<file path="config.mk">
export PLATFORM = sky130hd
export DESIGN_NAME = core_ctl_reg
export DESIGN_NICKNAME = d
export VERILOG_FILES = /design/src/rtl/cc_pkg.sv /design/src/rtl/cc_rst_sync.sv /design/src/rtl/cc_ctl_bits.sv /design/src/rtl/cc_irq_flag.sv /design/src/rtl/cc_pd_ctl.sv /design/src/rtl/core_ctl_reg.sv
export SDC_FILE = /design/constraint.sdc
export NUM_CORES = 1
export LEC_CHECK = 0
export BUFFER_PORTS_ARGS = -buffer_cell sky130_fd_sc_hd__buf_2
export CAP_MARGIN = 20
export CORE_AREA = 2 2 39 41
export CTS_CLUSTER_SIZE = 20
export DETAILED_ROUTE_END_ITERATION = 16
export DIE_AREA = 0 0 41 43
export GPL_TIMING_DRIVEN = 0
export PLACE_DENSITY_LB_ADDON = 0.2
export SLEW_MARGIN = 20
export SYNTH_ARGS = -nofsm -noshare
export SYNTH_HDL_FRONTEND = slang
export SYNTH_HIERARCHICAL = 1
export SYNTH_SLANG_ARGS = --single-unit
export TNS_END_PERCENT = 50
</file>
<file path="constraint.sdc">
create_clock -name clk -period 0.8 [get_ports clk]
set_input_delay 0.16 -clock clk [delete_from_list [all_inputs] [get_ports clk]]
set_output_delay 0.16 -clock clk [all_outputs]
set_load 0.03 [all_outputs]
</file>
<file path="src/rtl/cc_pkg.sv">
package cc_pkg;
  localparam int unsigned REG_W   = 8;
  localparam int unsigned BIT_SWR = 7;
  localparam int unsigned BIT_CRS = 6;
  localparam int unsigned BIT_NPD = 5;
  localparam int unsigned BIT_WT  = 4;
  localparam int unsigned BIT_FLG = 3;

  typedef struct packed {
    logic swr;
    logic crs;
    logic npd;
    logic wt;
  } ctl_t;
endpackage

</file>
<file path="src/rtl/cc_rst_sync.sv">
module cc_rst_sync #(
  parameter int unsigned STAGES = 2
) (
  input  logic clk,
  input  logic rst_n,
  output logic arst_n
);
  logic [STAGES-1:0] chain_q;
  logic [STAGES-1:0] chain_d;

  generate
    if (STAGES == 1) begin : g_one
      always_comb chain_d = 1'b1;
    end else begin : g_many
      always_comb chain_d = {chain_q[STAGES-2:0], 1'b1};
    end
  endgenerate

  always_ff @(posedge clk or negedge rst_n) begin
    if (!rst_n) chain_q <= '0;
    else        chain_q <= chain_d;
  end

  assign arst_n = chain_q[STAGES-1];
endmodule

</file>
<file path="src/rtl/cc_ctl_bits.sv">
module cc_ctl_bits
  import cc_pkg::*;
(
  input  logic             clk,
  input  logic             arst_n,
  input  logic             wr_en,
  input  logic [REG_W-1:0] wr_data,
  input  logic             cfg_rst,
  output ctl_t             ctl_q
);
  ctl_t ctl_d;
  logic swr_en;
  logic low_en;
  logic low_zero;
  logic unused_wr;

  assign unused_wr = ^{wr_data[BIT_FLG:0]};

  always_comb begin
    swr_en   = wr_en;
    low_zero = ctl_q.swr | cfg_rst;
    low_en   = wr_en | low_zero;
    ctl_d    = ctl_q;
    if (swr_en) ctl_d.swr = wr_data[BIT_SWR];
    if (low_en) begin
      if (low_zero) begin
        ctl_d.crs = 1'b0;
        ctl_d.npd = 1'b0;
        ctl_d.wt  = 1'b0;
      end else begin
        ctl_d.crs = wr_data[BIT_CRS];
        ctl_d.npd = wr_data[BIT_NPD];
        ctl_d.wt  = wr_data[BIT_WT];
      end
    end
  end

  always_ff @(posedge clk or negedge arst_n) begin
    if (!arst_n) begin
      ctl_q <= '0;
    end else begin
      if (swr_en) ctl_q.swr <= ctl_d.swr;
      if (low_en) begin
        ctl_q.crs <= ctl_d.crs;
        ctl_q.npd <= ctl_d.npd;
        ctl_q.wt  <= ctl_d.wt;
      end
    end
  end

  // a pending software reset empties the lower control bits
  assert_swr_clears_R2: assert property (@(posedge clk) disable iff (!arst_n)
    ctl_q.swr |=> (!ctl_q.crs && !ctl_q.npd && !ctl_q.wt));

  // configuration reset leaves the software-reset bit alone
  assert_cfg_keeps_swr_R10: assert property (@(posedge clk) disable iff (!arst_n)
    (cfg_rst && !wr_en) |=> (ctl_q.swr == $past(ctl_q.swr)));

  // configuration reset clears the lower control bits
  assert_cfg_clears_R10: assert property (@(posedge clk) disable iff (!arst_n)
    cfg_rst |=> (!ctl_q.crs && !ctl_q.npd && !ctl_q.wt));

  // no write and no reset source means no change
  assert_hold_R1: assert property (@(posedge clk) disable iff (!arst_n)
    (!wr_en && !cfg_rst && !ctl_q.swr) |=> $stable(ctl_q));
endmodule

</file>
<file path="src/rtl/cc_irq_flag.sv">
module cc_irq_flag (
  input  logic clk,
  input  logic arst_n,
  input  logic sel_tmr,
  input  logic fw_irq,
  input  logic tmr_irq,
  input  logic host_clr,
  input  logic force_zero,
  output logic flag_q
);
  logic set_ev;
  logic flag_d;
  logic flag_en;

  always_comb begin
    set_ev  = sel_tmr ? tmr_irq : fw_irq;
    flag_en = force_zero | set_ev | host_clr;
    if (force_zero)    flag_d = 1'b0;
    else if (set_ev)   flag_d = 1'b1;
    else if (host_clr) flag_d = 1'b0;
    else               flag_d = flag_q;
  end

  always_ff @(posedge clk or negedge arst_n) begin
    if (!arst_n)      flag_q <= 1'b0;
    else if (flag_en) flag_q <= flag_d;
  end

  // a set event beats a same-cycle host clear
  assert_set_wins_R7: assert property (@(posedge clk) disable iff (!arst_n)
    (((sel_tmr && tmr_irq) || (!sel_tmr && fw_irq)) && !force_zero) |=> flag_q);

  // the flag holds until a clear
  assert_sticky_R6: assert property (@(posedge clk) disable iff (!arst_n)
    (flag_q && !host_clr && !force_zero) |=> flag_q);

  // a host clear with no event drops the flag
  assert_clear_R6: assert property (@(posedge clk) disable iff (!arst_n)
    (host_clr && !(sel_tmr ? tmr_irq : fw_irq)) |=> !flag_q);

  // the source that is not selected cannot raise the flag
  assert_unselected_R5: assert property (@(posedge clk) disable iff (!arst_n)
    (!flag_q && (sel_tmr ? !tmr_irq : !fw_irq)) |=> !flag_q);
endmodule

</file>
<file path="src/rtl/cc_pd_ctl.sv">
module cc_pd_ctl (
  input  logic clk,
  input  logic arst_n,
  input  logic pd_req,
  input  logic pd_block,
  output logic pd_q
);
  logic pd_d;

  always_comb pd_d = pd_req & ~pd_block;

  always_ff @(posedge clk or negedge arst_n) begin
    if (!arst_n) pd_q <= 1'b0;
    else         pd_q <= pd_d;
  end

  // a set disable bit forces an exit at the next edge
  assert_pd_exit_R8: assert property (@(posedge clk) disable iff (!arst_n)
    pd_block |=> !pd_q);

  // an allowed request enters power-down
  assert_pd_enter_R8: assert property (@(posedge clk) disable iff (!arst_n)
    (pd_req && !pd_block) |=> pd_q);
endmodule

</file>
<file path="src/rtl/core_ctl_reg.sv">
module core_ctl_reg
  import cc_pkg::*;
#(
  parameter int unsigned SYNC_STAGES = 2
) (
  input  logic             clk,
  input  logic             rst_n,
  input  logic             cfg_rst,
  input  logic             wr_en,
  input  logic [REG_W-1:0] wr_data,
  output logic [REG_W-1:0] rd_data,
  input  logic             fw_irq,
  input  logic             tmr_irq,
  input  logic             pd_req,
  output logic             biu_rst,
  output logic             core_rst,
  output logic             tmr_rst,
  output logic             flash_wait_force,
  output logic             sram_wait_force,
  output logic             core_rdy,
  output logic             direct_acc,
  output logic             pwr_down,
  output logic             host_irq
);
  localparam int unsigned LOW_W = BIT_FLG;

  logic arst_n;
  ctl_t ctl_q;
  logic flag_q;
  logic host_clr;
  logic flag_zero;

  cc_rst_sync #(.STAGES(SYNC_STAGES)) i_sync (
    .clk    (clk),
    .rst_n  (rst_n),
    .arst_n (arst_n)
  );

  cc_ctl_bits i_bits (
    .clk     (clk),
    .arst_n  (arst_n),
    .wr_en   (wr_en),
    .wr_data (wr_data),
    .cfg_rst (cfg_rst),
    .ctl_q   (ctl_q)
  );

  assign host_clr  = wr_en & wr_data[BIT_FLG];
  assign flag_zero = ctl_q.swr | cfg_rst;

  cc_irq_flag i_flag (
    .clk        (clk),
    .arst_n     (arst_n),
    .sel_tmr    (ctl_q.wt),
    .fw_irq     (fw_irq),
    .tmr_irq    (tmr_irq),
    .host_clr   (host_clr),
    .force_zero (flag_zero),
    .flag_q     (flag_q)
  );

  cc_pd_ctl i_pd (
    .clk      (clk),
    .arst_n   (arst_n),
    .pd_req   (pd_req),
    .pd_block (ctl_q.npd),
    .pd_q     (pwr_down)
  );

  always_comb begin
    rd_data          = '0;
    rd_data[BIT_SWR] = ctl_q.swr;
    rd_data[BIT_CRS] = ctl_q.crs;
    rd_data[BIT_NPD] = ctl_q.npd;
    rd_data[BIT_WT]  = ctl_q.wt;
    rd_data[BIT_FLG] = flag_q;
    rd_data[LOW_W-1:0] = '0;
  end

  assign biu_rst          = ctl_q.swr;
  assign core_rst         = ctl_q.crs;
  assign tmr_rst          = ctl_q.crs;
  assign flash_wait_force = ctl_q.crs;
  assign sram_wait_force  = ctl_q.crs;
  assign core_rdy         = ~ctl_q.wt;
  assign direct_acc       = ctl_q.wt | ctl_q.crs;
  assign host_irq         = flag_q;

  // with the core stalled, a timing-helper interrupt reaches the host
  assert_tmr_source_R5: assert property (@(posedge clk) disable iff (!arst_n)
    (!ctl_q.swr && !cfg_rst && ctl_q.wt && tmr_irq) |=> host_irq);

  // with the core running, a firmware interrupt reaches the host
  assert_fw_source_R5: assert property (@(posedge clk) disable iff (!arst_n)
    (!ctl_q.swr && !cfg_rst && !ctl_q.wt && fw_irq) |=> host_irq);

  // software reset keeps the interrupt line quiet
  assert_swr_quiet_R2: assert property (@(posedge clk) disable iff (!arst_n)
    biu_rst |=> !host_irq);
endmodule

</file>
# == Word-level counts from Yosys, hierarchy flattened ==
# Index checks and enable logic that the tools add are counted.
# word_totals
reg_bits,8
inputBits,15
out_inout_bits,17
# op_classes
muxes,5
n_bitwise,9
n_reduce_logical,2
# ops
operator,n
$or A1 B1 Y1,5
$mux W1,4
$mux W3,1
$reduce_bool A3 Y1,1
$and A1 B1 Y1,2
$not A1 Y1,2
$reduce_and A2 Y1,1

# == Longest topological paths before layout ==
# depth
depth_word,4
mapped_depth,3
depth_no_buf,3

# == By module ==
# Netlist, hierarchy kept.
# modules_own_cells
module,n_inst,cells_per_inst,area_per_inst_um2,seq_area_each_um2
cc_ctl_bits,1,11,156.4,100.1
core_ctl_reg,1,14,93.8,0.0
cc_rst_sync,1,3,53.8,50.0
cc_irq_flag,1,4,46.3,25.0
cc_pd_ctl,1,2,38.8,25.0

# == Worst setup path after synthesis ==
# Ideal clock, no wire load.
# synth_path
path_kind,register to output
from,"register, netlist name i_bits/ctl_q[0]"
to,output direct_acc
t_arrival_ps,891
path_slack_ps,-251
path_stages_with_launch,2
cell_sequence,dfrtp_1 > or2_1
# synth_between
elab_chain_cells,1
# synth_lines
item,line,text
$or A1 B1 Y1,core_ctl_reg.sv:86,assign direct_acc = ctl_q.wt | ctl_q.crs;
end: declaration,core_ctl_reg.sv:21,"output logic direct_acc,"
# No other way between the ends.

# == Worst setup path in the final report ==
# layout_path
from,"register, netlist name i_bits/ctl_q[2]"
to,output direct_acc
# layout_between
elab_chain_cells,1
# layout_lines
item,line
$or A1 B1 Y1,core_ctl_reg.sv:86
# No other way between the ends.

==> metrics.txt <==
multi-input logic area 143 µm²; Placer Congestion 0.637; CTS Buf Count 3; first-pass GRT wire length 1.28 mm; die width 41 µm; Yosys top cell by area dfrtp_1; Slew Limit Fails 0; Clock Sinks 8; GR Overflow Total 0; # H-tree levels 1; post-synthesis sequential area ratio 51.4%; Net Switching 331 µW; pwr dens 1540 nW/µm²; Initial DRC Count 1; worst r2r src i_bits/ctl_q[3]$_DFFE_PN0P_; latest clock arrival within the worst-skew pair 0.25 ns; Met3 Wirelength 93 µm; average wire per standard cell 8.59 µm; Syn-to-layout area delta 89.7%; Die ar. 1760 µm²; # diodes 0; Max Root-Sink Buffers 2; Comb pwr share 31.2%; worst vdd ir 1030 µV; Util after Layout 53.3%; Reg power frac 40.1%; post-route ant nets 0; clock-pin slew on the worst setup and hold paths 0.06 ns; crit path max fanout 7; Post-Synthesis Cells 34; Synth warnings 6; Initial Util 28.1%; hold crit path type reg -> async; Pwr Total 1.14 mW; PortBufs 25; RSZ-0062 raised after global routing yes; Netlist cell types 12; vias per cell 3.84; leakage power figure 0.386 nW; TritonRoute pass-1 iters 4; CP Capture Type primary output; GRT Total Usage 11.4%; Cell Area, Synth 389 µm²; largest cells by area after synthesis dfrtp_1 (51%), buf_4 (17%), mux2i_1 (10%), nor3_1 (3.9%), nor2b_4 (3.5%); CTS tree done; Critical Path AT 1.07 ns; syn avg cell area 11.4 µm²; Worst Setup SP i_bits/ctl_q[2]$_DFFE_PN0P_; I/O pin count 32; initial antenna violation count 0; hold_ws 0.0958 ns; highest metal used met3; CTS Root Cell clkbuf_4; Routed WL 747 µm; Clk pwr share 28.7%; Tmin final 1.23 ns; kind of critical path reg -> out; metal2 WL 335 µm; M1 wire length 318 µm; Final period util 154%; Sw Share 29.1%; vias in the first global route 319; failing checks setup timing; via count 334; Critical Path Start Type flop; FF/Latch Area 204 µm²; Rows 14; layout cells sized above 1 73.2%; largest net degree at the start of global routing 8; fillers 139; Fmax 812 MHz; final hold vios 0; Die Ht 43 µm; count of final setup violators 18; Max Cap Violations 0; internal power 806 µW; detailed placement HPWL 555 µm; total core area 1380 µm²; worst setup margin -0.432 ns; DRC 0; CP required 0.64 ns; Yosys top cell area share 51.4%; flip-flop and latch count after synthesis 8; Final #Nets 87; clock skew 0.00601 ns; outcome finished, violations left
[area by class of cell]
type / instances / share of cell area, %
Timing Repair Buffer: 31 / 35.1
Sequential cell: 8 / 27.6
Multi-Input combinational cell: 18 / 19.3
Buffer: 9 / 11.2
Clock buffer: 4 / 3.56
Tap cell: 16 / 2.71
Inverter: 1 / 0.508
[logic make-up after synthesis]
family                 after synthesis  synth area share (%)
buffers and inverters               10                  18.3
DFF                                  8                  51.4
and+or+nand+nor                      8                  13.8
muxes                                5                  13.2
other                                2                  1.93
AOI/OAI and AO/OA                    1                  1.28
[critical path, cell delays in order (launching register included)]
cell     delay (ns)
dfrtp_2        0.45
or2_4          0.24
buf_6          0.13
[flip-flops by register name, indices dropped and copies added, names as in the netlist]
register	flops
i_bits/ctl_q	4
i_flag/flag_q	1
i_pd/pd_q	1
i_sync/chain_q	2
[placed cells by master, fill, tap and decap left out]
cell and count:
buf_6 19, buf_2 13, buf_4 7, dfrtp_1 5, conb_1 4, mux2i_1 4
clkbuf_4 3, nor3_2 3, dfrtp_2 3, and2_1 1, inv_2 1, or2_4 1
or2_1 1, clkbuf_1 1, dlygate4sd3_1 1, mux2_2 1, nand2b_1 1, a21oi_1 1
nor2b_4 1
[power groups by stage]
stage | Clock, mW | Sequential (mW) | Combinational [mW]
2_1_floorplan | 0 | 0.497 | 0.143
3_3_place_gp | 0 | 0.464 | 0.253
3_5_place_dp | 0 | 0.465 | 0.253
4_1_cts | 0.345 | 0.457 | 0.355
5_1_grt | 0.377 | 0.461 | 0.381
6_report | 0.326 | 0.456 | 0.355
[worst paths after layout]
path | end | slack, ns | depth (start not counted)
worst max-delay path | direct_acc | -0.43 | 2
worst min-delay path | i_bits/ctl_q[2]$_DFFE_PN0P_ | 0.1 | 0
worst max register to register | i_flag/flag_q$_DFFE_PN0P_ | -0.24 | 4
worst min register to register | i_bits/ctl_q[2]$_DFFE_PN0P_ | 0.1 | 0
max in group asynchronous | i_sync/chain_q[0]$_DFF_PN0_ | 0.48 | 2
min in group clk | i_bits/ctl_q[2]$_DFFE_PN0P_ | 0.12 | 2
[per-stage QoR]
stage          TNS [ns]  instance area [µm²]  worst slack [ns]  cells
2_1_floorplan    -0.686                  410            -0.151     36
3_3_place_gp     -0.655                  556            -0.187     77
3_5_place_dp     -0.682                  556            -0.193     77
4_1_cts           -4.53                  733            -0.448     87
5_1_grt           -5.13                  738            -0.476     87
6_report          -4.36                  738            -0.432     87
[synthesized netlist by cell type (all sizes together)]
| cell | n |
|---|---|
| and2 | 1 |
| buf | 9 |
| inv | 1 |
| nor3 | 3 |
| nor2b | 1 |
| dfrtp | 8 |
| conb | 2 |
| or2 | 2 |
| mux2i | 4 |
| nand2b | 1 |
| a21oi | 1 |
| mux2 | 1 |
[repair_timing]
action | 4_1_cts | 5_1_grt
endpoints found under the setup margin | 16 | 19
hold endpoints to repair | 2 | 0
setup buffers | 5 | 0
hold buffers | 1 | 0
pin swaps | 0 | 0
gates resized for setup | 32 | 1
[routing by layer]
metal  global-route usage, %  vias to the layer above
li1                        -                      174
met4                    8.00                        0
met1                    14.8                      140
met2                    15.6                       20
met3                    3.14                        0
met5                       0                        -
(Power assumes the default switching activity.)
